==> src/rtl/pof_pkg.sv <==
package pof_pkg;
  typedef enum logic [1:0] {
    FMT_RGB16  = 2'd0,
    FMT_RGB18  = 2'd1,
    FMT_RGB24  = 2'd2,
    FMT_RGB24B = 2'd3
  } pof_fmt_e;

  // bytes held per stored pixel
  function automatic logic [1:0] pof_bpp(pof_fmt_e f);
    return (f == FMT_RGB16) ? 2'd2 : 2'd3;
  endfunction
endpackage

==> src/rtl/pof_thresh.sv <==
module pof_thresh #(
  parameter int CAP_BYTES = 64,
  parameter int LAT_PIX   = 6,
  parameter int FILL_W    = 7
) (
  input  logic [1:0]        fmt,
  output logic [1:0]        bpp,
  output logic [FILL_W-1:0] thr
);
  import pof_pkg::*;

  localparam int THR16 = CAP_BYTES - 2*LAT_PIX;
  localparam int THR18 = CAP_BYTES - (2*LAT_PIX + 2);
  localparam int THR24 = CAP_BYTES - 3*LAT_PIX;

  pof_fmt_e f;

  always_comb begin
    f   = pof_fmt_e'(fmt);
    bpp = pof_bpp(f);
    unique case (f)
      FMT_RGB16: thr = FILL_W'(THR16);
      FMT_RGB18: thr = FILL_W'(THR18);
      default:   thr = FILL_W'(THR24);
    endcase
  end
endmodule

==> src/rtl/pof_store.sv <==
module pof_store #(
  parameter int DEPTH = 32,
  parameter int PIX_W = 24,
  parameter int CNT_W = 6
) (
  input  logic             clk,
  input  logic             rst_n,
  input  logic             flush,
  input  logic             push,
  input  logic             pop,
  input  logic [PIX_W-1:0] wdata,
  output logic [PIX_W-1:0] rdata,
  output logic [CNT_W-1:0] count
);
  localparam int PTR_W = (DEPTH > 1) ? $clog2(DEPTH) : 1;

  logic [PIX_W-1:0] mem [DEPTH];
  logic [PTR_W-1:0] wptr, wptr_n, rptr, rptr_n;
  logic [CNT_W-1:0] cnt_n;

  function automatic logic [PTR_W-1:0] bump(logic [PTR_W-1:0] p);
    return (p == PTR_W'(DEPTH-1)) ? '0 : p + 1'b1;
  endfunction

  always_comb begin
    wptr_n = wptr;
    rptr_n = rptr;
    cnt_n  = count;
    if (flush) begin
      wptr_n = '0;
      rptr_n = '0;
      cnt_n  = '0;
    end else begin
      if (push) wptr_n = bump(wptr);
      if (pop)  rptr_n = bump(rptr);
      case ({push, pop})
        2'b10:   cnt_n = count + 1'b1;
        2'b01:   cnt_n = count - 1'b1;
        default: cnt_n = count;
      endcase
    end
  end

  always_ff @(posedge clk or negedge rst_n) begin
    if (!rst_n) begin
      wptr  <= '0;
      rptr  <= '0;
      count <= '0;
    end else begin
      wptr  <= wptr_n;
      rptr  <= rptr_n;
      count <= cnt_n;
    end
  end

  always_ff @(posedge clk) begin
    if (push && !flush) mem[wptr] <= wdata;
  end

  assign rdata = mem[rptr];
endmodule

==> src/rtl/pof_rdctl.sv <==
module pof_rdctl (
  input  logic clk,
  input  logic rst_n,
  input  logic enable,
  input  logic flush,
  input  logic sw_clear,
  input  logic line_start,
  input  logic wait_hstart,
  input  logic trig,
  input  logic rd_req,
  input  logic empty,
  output logic pop,
  output logic underflow
);
  logic armed, armed_n, uf_n, rd_go;

  always_comb begin
    rd_go = rd_req && (!wait_hstart || armed) && !flush;
    pop   = rd_go && !empty;

    if (flush || !enable) armed_n = 1'b0;
    else if (line_start)  armed_n = 1'b1;
    else                  armed_n = armed;

    if (sw_clear)                    uf_n = 1'b0;
    else if (rd_go && empty && trig) uf_n = 1'b1;
    else                             uf_n = underflow;
  end

  always_ff @(posedge clk or negedge rst_n) begin
    if (!rst_n) begin
      armed     <= 1'b0;
      underflow <= 1'b0;
    end else begin
      armed     <= armed_n;
      underflow <= uf_n;
    end
  end
endmodule

==> src/rtl/pix_out_fifo.sv <==
module pix_out_fifo #(
  parameter int CAP_BYTES = 64,
  parameter int LAT_PIX   = 6,
  parameter int PIX_W     = 24,
  parameter int MIN_BPP   = 2,
  parameter int MAX_BPP   = 3,
  localparam int DEPTH    = CAP_BYTES / MIN_BPP,
  localparam int CNT_W    = $clog2(DEPTH + 1),
  localparam int FILL_W   = $clog2(DEPTH*MAX_BPP + 1)
) (
  input  logic              clk,
  input  logic              rst_n,
  input  logic              cfg_enable,
  input  logic              cfg_clear,
  input  logic [1:0]        cfg_fmt,
  input  logic              cfg_clr_at_start,
  input  logic              cfg_underflow_trig,
  input  logic              cfg_wait_hstart,
  input  logic              frame_start,
  input  logic              line_start,
  input  logic              active,
  input  logic              in_valid,
  input  logic [PIX_W-1:0]  in_pixel,
  output logic              in_ready,
  input  logic              out_rd,
  output logic [PIX_W-1:0]  out_pixel,
  output logic              out_valid,
  output logic [FILL_W-1:0] fill_bytes,
  output logic              underflow
);
  logic [1:0]        bpp;
  logic [FILL_W-1:0] thr;
  logic [CNT_W-1:0]  count;
  logic [PIX_W-1:0]  rdata;
  logic              flush, push, pop, empty, rd_req;
  logic [PIX_W-1:0]  opix_n;
  logic              oval_n;

  pof_thresh #(.CAP_BYTES(CAP_BYTES), .LAT_PIX(LAT_PIX), .FILL_W(FILL_W)) u_thr (
    .fmt(cfg_fmt), .bpp(bpp), .thr(thr)
  );

  always_comb begin
    flush      = cfg_clear || (cfg_clr_at_start && frame_start);
    fill_bytes = FILL_W'(count) * FILL_W'(bpp);
    in_ready   = cfg_enable && (fill_bytes < thr);
    push       = in_valid && in_ready && !flush;
    empty      = (count == '0);
    rd_req     = out_rd && active && cfg_enable;
  end

  pof_store #(.DEPTH(DEPTH), .PIX_W(PIX_W), .CNT_W(CNT_W)) u_store (
    .clk(clk), .rst_n(rst_n), .flush(flush), .push(push), .pop(pop),
    .wdata(in_pixel), .rdata(rdata), .count(count)
  );

  pof_rdctl u_rd (
    .clk(clk), .rst_n(rst_n), .enable(cfg_enable), .flush(flush),
    .sw_clear(cfg_clear), .line_start(line_start),
    .wait_hstart(cfg_wait_hstart), .trig(cfg_underflow_trig),
    .rd_req(rd_req), .empty(empty), .pop(pop), .underflow(underflow)
  );

  always_comb begin
    oval_n = pop;
    opix_n = pop ? rdata : out_pixel;
  end

  always_ff @(posedge clk or negedge rst_n) begin
    if (!rst_n) begin
      out_valid <= 1'b0;
      out_pixel <= '0;
    end else begin
      out_valid <= oval_n;
      if (pop) out_pixel <= opix_n;
    end
  end
endmodule

==> config.mk <==
export PLATFORM = sky130hd
export DESIGN_NAME = pix_out_fifo
export DESIGN_NICKNAME = d
export VERILOG_FILES = /design/src/rtl/pof_pkg.sv /design/src/rtl/pof_thresh.sv /design/src/rtl/pof_store.sv /design/src/rtl/pof_rdctl.sv /design/src/rtl/pix_out_fifo.sv
export SDC_FILE = /design/constraint.sdc
export NUM_CORES = 1
export LEC_CHECK = 0
export BUFFER_PORTS_ARGS = -buffer_cell sky130_fd_sc_hd__buf_2
export CAP_MARGIN = 20
export CORE_MARGIN = 8
export CORE_UTILIZATION = 46
export CTS_CLUSTER_SIZE = 40
export DETAILED_ROUTE_END_ITERATION = 8
export MAX_ROUTING_LAYER = met4
export PLACE_DENSITY_LB_ADDON = 0.1
export REMOVE_ABC_BUFFERS = 1
export SLEW_MARGIN = 20
export SYNTH_ARGS = -nofsm -noshare
export SYNTH_HDL_FRONTEND = slang
export SYNTH_SLANG_ARGS = --single-unit
==> constraint.sdc <==
create_clock -name clk -period 12.14 [get_ports clk]
set_clock_uncertainty 0.2 [all_clocks]
set_input_delay 1.821 -clock clk [delete_from_list [all_inputs] [get_ports clk]]
set_output_delay 1.821 -clock clk [all_outputs]
set_load 0.01 [all_outputs]
# Yosys cells after proc, flatten, opt, wreduce, memory -nomap -nowiden
# Memories as Yosys holds them, arrays and structs flattened. A register that Yosys moved wholly into a read port is not among the register bits.
# Index checks and enable logic that the tools add are counted.
# classes
n_reduce_logical,27
mul,1
n_addsub,4
mux,16
n_eq_ne,5
n_lt_le_gt_ge,1
# op_table
op,n
5-bit 2-to-1 mux,6
1-bit logical AND,12
6-bit one-hot mux with 2 select lines,1
"5-bit by 1-bit adder with 5-bit output, second input constant",2
"5-bit == test, second input constant",2
5-bit one-hot mux with 2 select lines,1
2-bit nonzero test,4
7-bit less-than comparator,1
6-bit by 2-bit multiplier with 7-bit output,1
1-bit 2-to-1 mux,7
"6-bit by 1-bit adder with 6-bit output, second input constant",1
6-bit logical NOT,1
6-bit 2-to-1 mux,1
"6-bit by 1-bit subtractor with 6-bit output, second input constant",1
1-bit logical NOT,5
"2-bit by 1-bit == test with 1-bit output, second input constant",2
1-bit logical OR,3
3-bit nonzero test,1
"2-bit == test, second input constant",1
2-bit logical NOT,1
# totals
wordCells,61
memories,1
inputBits,38
register_bits,19
output_inout_bits,34
mem_bits_rw,768
# memory_table
name,depth,width,rd,rd_ports_with_merged_regs,wr,line,text
u_store.mem,32,24,1,1,1,pof_store.sv:17,logic [PIX_W-1:0] mem [DEPTH];

# Longest topological paths before layout
# Gate-level depths: netlist of the first run.
# logic_depth
ltp_word,10
mapped_depth,19
ltp_nobuf,19

# Modules after synthesis
# From an unflattened synthesis of the first run, not the netlist that was laid out.
# hier_totals
cells_unflattened,1703
hier_area_um2,32028.2
# by_module_without_submodules
mod,n_inst,area_each_um2,cells_per_inst,seq_area_each_um2
pof_store,1,30479.2,1573,23462.5
pix_out_fifo,1,1378.8,109,625.6
pof_rdctl,1,105.1,10,50.0
pof_thresh,1,65.1,11,0.0

# Worst setup path before layout of the first run
# OpenSTA, ideal clock, no wires.
# synth_timing
path_type,input -> register
from,input port cfg_fmt[0]
to,memory u_store.mem[29][0] (enable)
path_stages,13
slack_ps,5802
setup_ps,405
t_required_ps,11535
arrival_ps,5733
path_buffers,1
path_cell_list,nor2_1 -> nor2b_1 -> ha_1 -> fa_1 -> xor2_1 -> ha_1 -> and3_1 -> a221oi_1 -> o311ai_2 -> nor2_2 -> buf_4 -> nand3_2 -> nor2_1
# synth_between
elab_chain_cells,10
elab_cells_between_ends,12
cone_classes,mul (1); order compare (1); eq/ne (1); mux (4); reduce/logical (5)
# synth_rtl
item,line,text
"start, declared",pix_out_fifo.sv:15,"input logic [1:0] cfg_fmt,"
2-bit logical NOT,pof_pkg.sv:11,return (f == FMT_RGB16) ? 2'd2 : 2'd3;
1-bit 2-to-1 mux,pof_pkg.sv:11,
6-bit by 2-bit multiplier with 7-bit output,pix_out_fifo.sv:45,fill_bytes = FILL_W'(count) * FILL_W'(bpp);
via fill_bytes[3],pix_out_fifo.sv:28,"output logic [FILL_W-1:0] fill_bytes,"
7-bit less-than comparator,pix_out_fifo.sv:46,in_ready = cfg_enable && (fill_bytes < thr);
1-bit logical AND,pix_out_fifo.sv:46,
1-bit logical AND (2 in series),pix_out_fifo.sv:47,push = in_valid && in_ready && !flush;
1-bit logical AND,pof_store.sv:57,if (push && !flush) mem[wptr] <= wdata;
1-bit 2-to-1 mux,pof_store.sv:57,
1-bit 2-to-1 mux (implied by the code),pof_store.sv:57,
"end, declared",pof_store.sv:17,
# The timed path passes the listed nets, and every way through them passes these cells.

# Worst setup path after layout of the first run
# layout_timing
from,input port cfg_fmt[1]
to,memory u_store.mem[15][10] (enable)
# layout_between
elab_chain_cells,10
elab_cells_between_ends,12
cone_classes,mul (1); order compare (1); eq/ne (1); mux (4); reduce/logical (5)
# layout_rtl
item,line
2-bit logical NOT,"pof_pkg.sv:11, pof_thresh.sv:21"
1-bit 2-to-1 mux,pof_pkg.sv:11
6-bit by 2-bit multiplier with 7-bit output,pix_out_fifo.sv:45
7-bit less-than comparator (*),pix_out_fifo.sv:46
1-bit logical AND (*),pix_out_fifo.sv:46
1-bit logical AND (*) (2 in series),pix_out_fifo.sv:47
1-bit logical AND (*),pof_store.sv:57
1-bit 2-to-1 mux (*),pof_store.sv:57
1-bit 2-to-1 mux (implied by the code) (*),pof_store.sv:57
# Every way passes the cells marked *; elsewhere a longest branch is shown, timed or not.

==> qor.txt, run 1 <==
Avg Cell Area, Syn = 21.6 um^2
Unrepaired setup endpoints after global routing = no
Startpoint types = primary input
Sequential fraction of the synthesis area = 75.9%
Top cell types by occurrence after synthesis = edfxtp_1 (768), mux4_2 (216), mux2i_1 (49)
Pre-CTS setup slack = 4.84 ns
CTS Sinks = 811
Footprint of the multi-input gates = 7470 um^2
Slew Viols, Final = 0
Pre-antenna DRT Iters = 5
Initial DRC Count = 1,421
GRT Residual Overflow = 0
# IOs = 72
Dpl hpwl = 47,600 um
Synth warn = 0
Root Buffer = clkbuf_16
CTS Hold Buffers Added = 0
Final WS setup = 5.44 ns
Worst Path Required = 12.18 ns
Mapped Cells = 1,470
Row count = 96
Routed wire length = 81,000 um
DR vias = 14,900
Post-DR wirelength/cell = 31.5 um
Reg area = 24,200 um^2
Outcome = finished, final reports clean
Number of synthesized register bits = 811
Via-to-Cell Ratio = 5.81
Post-synth EDFFs = 768
Post-CTS Setup Repair Bufs = 0
Ranking of synthesized cells by area = edfxtp_1 (72%), mux4_2 (15%), dfrtp_1 (3.4%)
Top-count cell post-synth = edfxtp_1
Max-Cap Viols = 0
Die Ht = 279 um
Worst Path Max Fanout = 24
Layout cells sized above 1 = 28.8%
Minimum clock period = 6.70 ns
Tcrit/Tclk final = 55.2%
Vias in the first global route = 15,400
# DRC = 0
Num CTS Buffers = 86
Critical path endpoint category = flip-flop
DIE AREA = 77,800 um^2
Clock Path Buffers = 3
Area after DPL = 33,300 um^2
Area delta synth->final = 13.4%
Prevailing post-synth register cell = edfxtp_1
Mapped cell area = 31,800 um^2
Antenna violations before repair = 2
Total core area = 68,600 um^2
CTS resizes = 0
Final hold viol count = 0
Final GP Congestion = 0.791
Max_slew headroom = 29.6%
Yosys top cell by area = edfxtp_1
Filler Cell Count = 5,359
Synth async-reset ratio = 5.30%
Leakage power = 11.1 nW
CP Class = in -> reg
Hold Slack = 0.274 ns
Yosys top cell area share = 72.5%
Largest net degree at the start of global routing = 134
Final setup fails = 0
Final net count = 1,621
Reg clk slew, reported paths = 0.06 ns
Post-Layout Inst Area = 36,100 um^2
# H-tree levels = 3
Initial Util = 46.4%
Input/output buffers = 71
Global Route Usage Sum = 21.4%
Final ANT Viol Nets = 0
Global-route wire length before repair = 115,000 um
Worst skew pair latency = 0.63 ns
HP Class = reg -> reg
Setup_tns = 0 ns
Pwr dens = 160 nW/um^2
Worst-Margin Slew = 1.06 ns
Worst VDD drop = 0.000109 V
Die Wd = 279 um
Achievable frequency = 149 MHz
Critical path arrival = 6.74 ns
TritonCTS clock tree = yes
Cell variety after synth = 53
-- area by class of cell --
class	count	area share (%)
Sequential cell	811	66.9
Inverter	11	0.114
Timing Repair Buffer	84	1.32
Tap cell	931	3.23
Clock buffer	129	6.84
Multi-Input combinational cell	568	20.7
Antenna cell	2	0.0139
Clock inverter	31	0.822
-- layout by cell type, fill, tap and decap left out, drive strengths merged, types with 3 or more instances in the layout --
cell type	count
clkbuf	129
a21oi	40
mux4	216
mux2i	49
nand2	32
a31oi	3
buf	84
xnor2	4
nand3	14
edfxtp	768
dfrtp	43
nand3b	4
a21o	5
inv	14
a211oi	26
clkinv	22
nor2b	31
ha	19
bufinv	5
and3	4
nor2	46
nor3	7
o21ai	35
o311a	3
or4	3
-- critical path, stage by stage --
cell and delay (ns):
buf_2 0.13, nor2_1 0.32, nor2b_1 0.11, ha_1 0.24
fa_1 0.43, xor2_1 0.19, ha_1 0.31, and3_1 0.18
a221oi_1 0.53, o311ai_2 0.25, nor2_2 0.58, nand3_2 0.70
nor2_4 0.91
-- power breakdown --
part | internal [mW] | switching (mW) | total [mW]
logic | 0.0327 | 0.101 | 0.134
registers | 3.08 | 0.00864 | 3.09
clock network | 1.51 | 1.05 | 2.56
-- cell families after synthesis --
| kind of cell | count (synthesis) | synth area share, % |
|---|---|---|
| adder cells (fa/ha/maj) | 21 | 0.873 |
| buffers and inverters | 91 | 1.41 |
| XOR/XNOR | 6 | 0.165 |
| multiplexers | 265 | 16.8 |
| AND/OR/NAND/NOR | 152 | 2.44 |
| flip-flops | 811 | 75.9 |
| AO/OA/AOI/OAI | 124 | 2.43 |
-- metrics by stage --
stage,power (mW),utilization [%],std cells
6_report,5.78,52.6,2567
5_1_grt,5.95,52.6,2565
4_1_cts,5.84,52.6,2565
3_5_place_dp,3.28,48.6,2405
3_3_place_gp,3.28,48.6,2405
2_1_floorplan,3.18,-,1390
-- registers in the layout, indices dropped and copies added (netlist names) --
name and cells:
out_pixel 24, out_valid 1, u_rd.armed 1, u_rd.underflow 1, u_store.count 6, u_store.mem 768, u_store.rptr 5, u_store.wptr 5
-- layer usage --
metal / part of all wire [%] / GRT usage, % / up-vias
met4: 2.9 / 6.22 / 0
met2: 51 / 35.1 / 443
met1: 41 / 27.5 / 8022
met5: 0 / - / -
met3: 5.7 / 4.10 / 110
li1: - / - / 6348
-- path summary, 6_finish.rpt --
kind                                   from                  end  slack (ns)  cells past startpoint
min reg2reg                    out_pixel[1]         out_pixel[1]        0.27                      2
max reg2reg                u_store.count[1]  u_store.mem[15][10]        6.53                     11
max in group asynchronous             rst_n      u_store.rptr[2]        9.95                      2
max                              cfg_fmt[1]  u_store.mem[15][10]        5.44                     13
min in group asynchronous             rst_n        out_pixel[11]        1.13                      2
min                            out_pixel[1]         out_pixel[1]        0.27                      2
Note: power is estimated with default switching activity, not from simulation.
==> run 2, diff against run 1 <==
==> constraint.sdc (replaced) <==
create_clock -name clk -period 6.7 [get_ports clk]
set_clock_uncertainty 0.2 [all_clocks]
set_input_delay 1.005 -clock clk [delete_from_list [all_inputs] [get_ports clk]]
set_output_delay 1.005 -clock clk [all_outputs]
set_load 0.01 [all_outputs]
==> run 2 against run 1 <==
Non-clock buffer count is 38 higher. Sequential cell count stayed put. Register-to-register slack worse by 4.9 ns. Clock power is 75% higher. Design area is 0.70% higher. Highest routed layer unchanged.
==> qor.txt, run 2 (synthesis gave the netlist of run 1 again) <==
DR vias = 15,000
Final hold viol count = 0
Slew Viols, Final = 0
R2R depth = 17
Biggest register = u_store.mem
Worst Path Required = 7.05 ns
Total core area = 68,600 um^2
CTS Sinks = 811
Worst skew pair latency = 0.62 ns
HP Class = in -> async
Max-Cap Viols = 0
Outcome = finished, final reports clean
Worst VDD drop = 0.000199 V
Achievable frequency = 188 MHz
RR Startpoint = u_store.count[1]
Largest net degree at the start of global routing = 116
Met3 usage = 3.22%
Vias in the first global route = 15,600
Most frequent cells in the layout = edfxtp_1 (768), mux4_2 (216), clkbuf_16 (85)
# IOs = 72
# DRC = 0
Pwr dens = 283 nW/um^2
Die Ht = 279 um
GRT Residual Overflow = 0
Top flop regs = u_store.mem (768), out_pixel (24), u_store.count (6)
Final net count = 1,657
Routed wire length = 75,600 um
Unrepaired setup endpoints after global routing = no
FF-to-FF setup slack = 1.62 ns
Initial Util = 46.4%
CTS Hold Buffers Added = 0
Via-to-Cell Ratio = 5.75
Clock Path Buffers = 3
Reg clk slew, reported paths = 0.06 ns
CTS resizes = 0
Global-route wire length before repair = 111,000 um
Input/output buffers = 71
Antenna cells = 0
Post-Layout Inst Area = 36,300 um^2
Footprint of the multi-input gates = 7470 um^2
Antenna violations before repair = 0
Post-CTS Setup Repair Bufs = 0
GR met2 Demand/Resource = 31.8%
Final ANT Viol Nets = 0
Filler Cell Count = 5,294
Grt peak-use layer = met2
Pre-antenna DRT Iters = 5
Layout cells sized above 1 = 30.6%
Die Wd = 279 um
FF-to-FF End = u_store.count[5]
Max_slew headroom = 35.4%
Critical path endpoint category = flip-flop
Startpoint types = primary input
Max FFs per register = 768
Minimum clock period = 5.33 ns
Most common cell after layout, fill and taps aside = edfxtp_1
Tcrit/Tclk final = 79.5%
Reg area = 24,200 um^2
DIE AREA = 77,800 um^2
Final GP Congestion = 0.777
Placed cell count = 2,443
Area delta synth->final = 14.2%
Final non-filler cell total = 2,599
Setup_tns = 0 ns
Final setup fails = 0
Global Route Usage Sum = 20.1%
Initial DRC Count = 1,377
Dpl hpwl = 45,700 um
Row count = 96
Post-DR wirelength/cell = 29.1 um
TritonCTS clock tree = yes
# H-tree levels = 3
GRT met1 Usage = 27.7%
Num CTS Buffers = 84
Area after DPL = 33,700 um^2
Root Buffer = clkbuf_16
Worst Path Max Fanout = 9
Worst-Margin Slew = 0.970 ns
Leakage power = 11.3 nW
Hold Slack = 0.167 ns
CP Class = in -> reg
Critical path arrival = 5.67 ns
-- run 2: cell types whose count changed in the layout (fill, tap and decap cells not counted) --
cell / delta
clkinv_8: +1
clkinvlp_4: +3
buf_12: +7
diode_2: -2
clkinv_1: -1
bufinv_16: -1
clkbuf_16: -3
buf_4: +31
clkinv_2: +6
clkbuf_1: -5
clkbuf_8: -4
-- run 2: power by group --
part           internal, mW  switching [mW]  total (mW)
clock network          2.58            1.90        4.48
logic                0.0600           0.165       0.225
registers              5.58          0.0160        5.59
total                  8.22            2.08        10.3
-- run 2: worst max-delay path, cell delays in order --
cell,delay (ns)
buf_2,0.13
nor2_1,0.32
nor2b_1,0.10
ha_1,0.24
fa_1,0.43
xor2_1,0.19
ha_1,0.32
and3_1,0.18
a221oi_1,0.49
o311ai_2,0.27
o21ai_2,0.30
inv_2,0.14
ha_1,0.30
a21oi_1,0.20
a2bb2oi_1,0.26
a21oi_1,0.15
or4_1,0.41
a21o_1,0.19
nand2_1,0.05
-- run 2: area by class of cell --
cell class / count / area share (%)
sequential: 811 / 66.5
multi-input combinational: 568 / 20.6
clock buffer: 117 / 6.38
tap: 931 / 3.21
timing repair buffer: 122 / 2.34
clock inverter: 39 / 0.913
inverter: 11 / 0.114
-- run 2: worst max-delay path by stage --
stage,startpoint,endpoint,slack [ns]
floorplan,u_store.rptr[0],out_pixel[1],-2.51
global placement,cfg_fmt[1],u_store.count[5],0.90
detailed placement,cfg_fmt[1],u_store.count[5],0.76
CTS,cfg_fmt[1],u_store.count[5],1.41
global route,cfg_fmt[1],u_store.count[5],1.03
finish,cfg_fmt[1],u_store.count[5],1.37
-- run 2: stage by stage --
stage	power, mW	setup slack [ns]	util [%]
2_1_floorplan	5.77	-2.51	-
3_3_place_gp	5.93	0.899	49.1
3_5_place_dp	5.93	0.762	49.1
4_1_cts	10.4	1.41	53.0
5_1_grt	10.6	1.03	53.0
6_report	10.3	1.37	53.0
-- run 2: metal layers --
| layer | part of all wire (%) | vias up |
|---|---|---|
| li1 | - | 6414 |
| met1 | 45 | 8084 |
| met2 | 49 | 376 |
| met3 | 4.5 | 78 |
| met4 | 1.7 | 0 |
| met5 | 0 | - |
==> run 3, diff against run 2 <==
--- a/config.mk
+++ b/config.mk
@@ -5,6 +5,7 @@
 export SDC_FILE = /design/constraint.sdc
 export NUM_CORES = 1
 export LEC_CHECK = 0
+export ABC_AREA = 1
 export BUFFER_PORTS_ARGS = -buffer_cell sky130_fd_sc_hd__buf_2
 export CAP_MARGIN = 20
 export CORE_MARGIN = 8
==> constraint.sdc (replaced) <==
create_clock -name clk -period 4.6 [get_ports clk]
set_clock_uncertainty 0.2 [all_clocks]
set_input_delay 0.69 -clock clk [delete_from_list [all_inputs] [get_ports clk]]
set_output_delay 0.69 -clock clk [all_outputs]
set_load 0.01 [all_outputs]
==> run 3 against run 2 <==
Via count rose by 36%. Critical endpoint unchanged. Largest power group unchanged. Largest cell class unchanged. Design area rose by 2.3%. Sequential share of layout area fell by 1.5 points. Critical path type is now reg -> reg.
==> qor.txt, run 3 <==
Post-Layout Inst Area = 37,200 um^2
Mapped Cells = 2,377
TritonCTS clock tree = yes
Yosys top cell area share = 71.6%
Dpl hpwl = 53,000 um
Area after DPL = 34,300 um^2
Via-to-Cell Ratio = 5.88
Synth warn = 0
Fin util = 53.4%
R2R depth = 28
Pre-antenna DRT Iters = 7
CP max stage cell = dfrtp_1
Crit-path most repeated cell = nand2_1
Biggest register = u_store.mem
Hold Path Depth = 2
Area delta synth->final = 15.5%
Clock Path Buffers = 3
Max FFs per register = 768
GRT Residual Overflow = 0
# IOs = 72
Num CTS Buffers = 86
Minimum clock period = 4.09 ns
CP Class = reg -> reg
Top cell types by occurrence after synthesis = edfxtp_1 (768), nor2_1 (428), o21ai_0 (376)
Yosys top cell by area = edfxtp_1
Die Wd = 281 um
Prevailing post-synth register cell = edfxtp_1
DR vias = 20,400
Outcome = finished, final reports clean
Worst Path Max Fanout = 6
Placed cell count = 3,306
Die Ht = 281 um
Worst VDD drop = 0.000286 V
Synth async-reset ratio = 5.30%
Post-CTS Setup Repair Bufs = 0
# H-tree levels = 3
Row count = 97
Cell variety after synth = 38
Setup_tns = 0 ns
Avg Cell Area, Syn = 13.5 um^2
Initial DRC Count = 1,941
Number of synthesized register bits = 811
Total core area = 69,700 um^2
Unrepaired setup endpoints after global routing = no
Largest stage delay, worst path = 0.51 ns
Antenna violations before repair = 0
Buffers & Inverters on Critical Path = 3
Reg clk slew, reported paths = 0.06 ns
Post-synth EDFFs = 768
Antenna cells = 0
Root Buffer = clkbuf_16
Sequential fraction of the synthesis area = 75.0%
Startpoint types = flip-flop
Top flop regs = u_store.mem (768), out_pixel (24), u_store.count (6)
Vias in the first global route = 19,800
Initial Util = 46.2%
Global-route wire length before repair = 133,000 um
Tcrit/Tclk final = 89.0%
Layout cells sized above 1 = 13.8%
Worst skew pair latency = 0.63 ns
Most common cell after layout, fill and taps aside = edfxtp_1
Leakage power = 12.3 nW
Global Route Usage Sum = 23.3%
Largest net degree at the start of global routing = 198
Max-Cap Viols = 0
Worst Path Required = 4.93 ns
CTS Sinks = 811
Achievable frequency = 244 MHz
Routed wire length = 90,400 um
HP Class = in -> reg
Max_slew headroom = 35.6%
Most frequent cells in the layout = edfxtp_1 (768), nor2_1 (396), o21ai_0 (376)
Ranking of synthesized cells by area = edfxtp_1 (72%), o21ai_0 (5.8%), nor2_1 (5.0%)
Final non-filler cell total = 3,466
Final setup fails = 0
Final hold viol count = 0
Critical path endpoint category = flip-flop
Critical path arrival = 4.42 ns
Final GP Congestion = 0.828
Worst path depth = 28
Top-count cell post-synth = edfxtp_1
Mapped cell area = 32,200 um^2
Input/output buffers = 71
Cell family with the largest share of critical-path delay = simple AND/OR/NAND/NOR gates
# DRC = 0
CTS resizes = 0
Final net count = 2,514
Final ANT Viol Nets = 0
Post-DR wirelength/cell = 26.1 um
DIE AREA = 78,700 um^2
Slew Viols, Final = 0
Worst-Margin Slew = 0.966 ns
Pwr dens = 420 nW/um^2
-- run 3: changes by cell type in the layout (fill, tap and decap cells not counted), sizes merged, moves of 37 or more --
| cell | change |
|---|---|
| o221ai | +96 |
| o211ai | +94 |
| nand3 | +80 |
| mux2i | -49 |
| nor2 | +385 |
| mux4 | -216 |
| buf | +37 |
| o21ai | +364 |
| nand2 | +64 |
| o22ai | +98 |
-- run 3: area by class of cell --
class / instances / area (um^2)
fillers: 5924 / 32500
flip-flops and latches: 811 / 24100
multi-input cells: 1358 / 7360
clock buffers: 101 / 2220
repair buffers: 160 / 1480
well taps: 940 / 1180
clock inverters: 58 / 636
inverters: 38 / 163
-- run 3: cell families after synthesis --
| group | Yosys count | share of synthesized area, % |
|---|---|---|
| xor gates and xnor gates | 6 | 0.163 |
| buffers and inverters | 208 | 2.91 |
| adders and majority gates | 21 | 0.863 |
| DFF | 811 | 75.0 |
| AOI/OAI and AO/OA | 702 | 13.2 |
| and+or+nand+nor | 629 | 7.87 |
-- run 3: timing repair --
action | in CTS | in global routing
hold buffers | 1 | 0
hold endpoints to repair | 23 | 0
setup endpoints to repair | 0 | 0
-- run 3: final timing paths --
check	start	end	slack (ns)
worst max-delay path	u_store.count[1]	u_store.count[5]	0.51
worst min-delay path	cfg_clear	u_rd.underflow	0.06
worst max register to register	u_store.count[1]	u_store.count[5]	0.51
worst min register to register	out_pixel[17]	out_pixel[17]	0.27
max in group asynchronous	rst_n	u_store.rptr[0]	2.83
min in group asynchronous	rst_n	u_store.count[2]	0.47
-- run 3: power breakdown --
part / internal, mW / switching, mW / leakage (nW)
Combinational: 0.122 / 0.327 / 3.49
Sequential: 8.14 / 0.0474 / 7.48
Clock: 4.10 / 2.89 / 1.38
Total: 12.4 / 3.27 / 12.3
-- run 3: per-stage QoR --
stage | hold WS [ns] | power, mW | setup slack, ns
after global routing | 0.0387 | 16.1 | 0.0592
after detailed placement | 0.262 | 8.81 | 0.167
after global placement | 0.259 | 8.81 | 0.124
after CTS | 0.0281 | 15.8 | 0.493
final | 0.0562 | 15.6 | 0.506
after floorplan | 0.194 | 8.50 | -5.05
-- run 3: layer usage --
metal / vias to the layer above / GRT usage, % / share of wire, %
li1: 9191 / - / -
met1: 10400 / 30.7 / 43
met3: 113 / 2.93 / 5.5
met5: - / - / 0
met4: 0 / 6.93 / 2.7
met2: 660 / 38.1 / 49
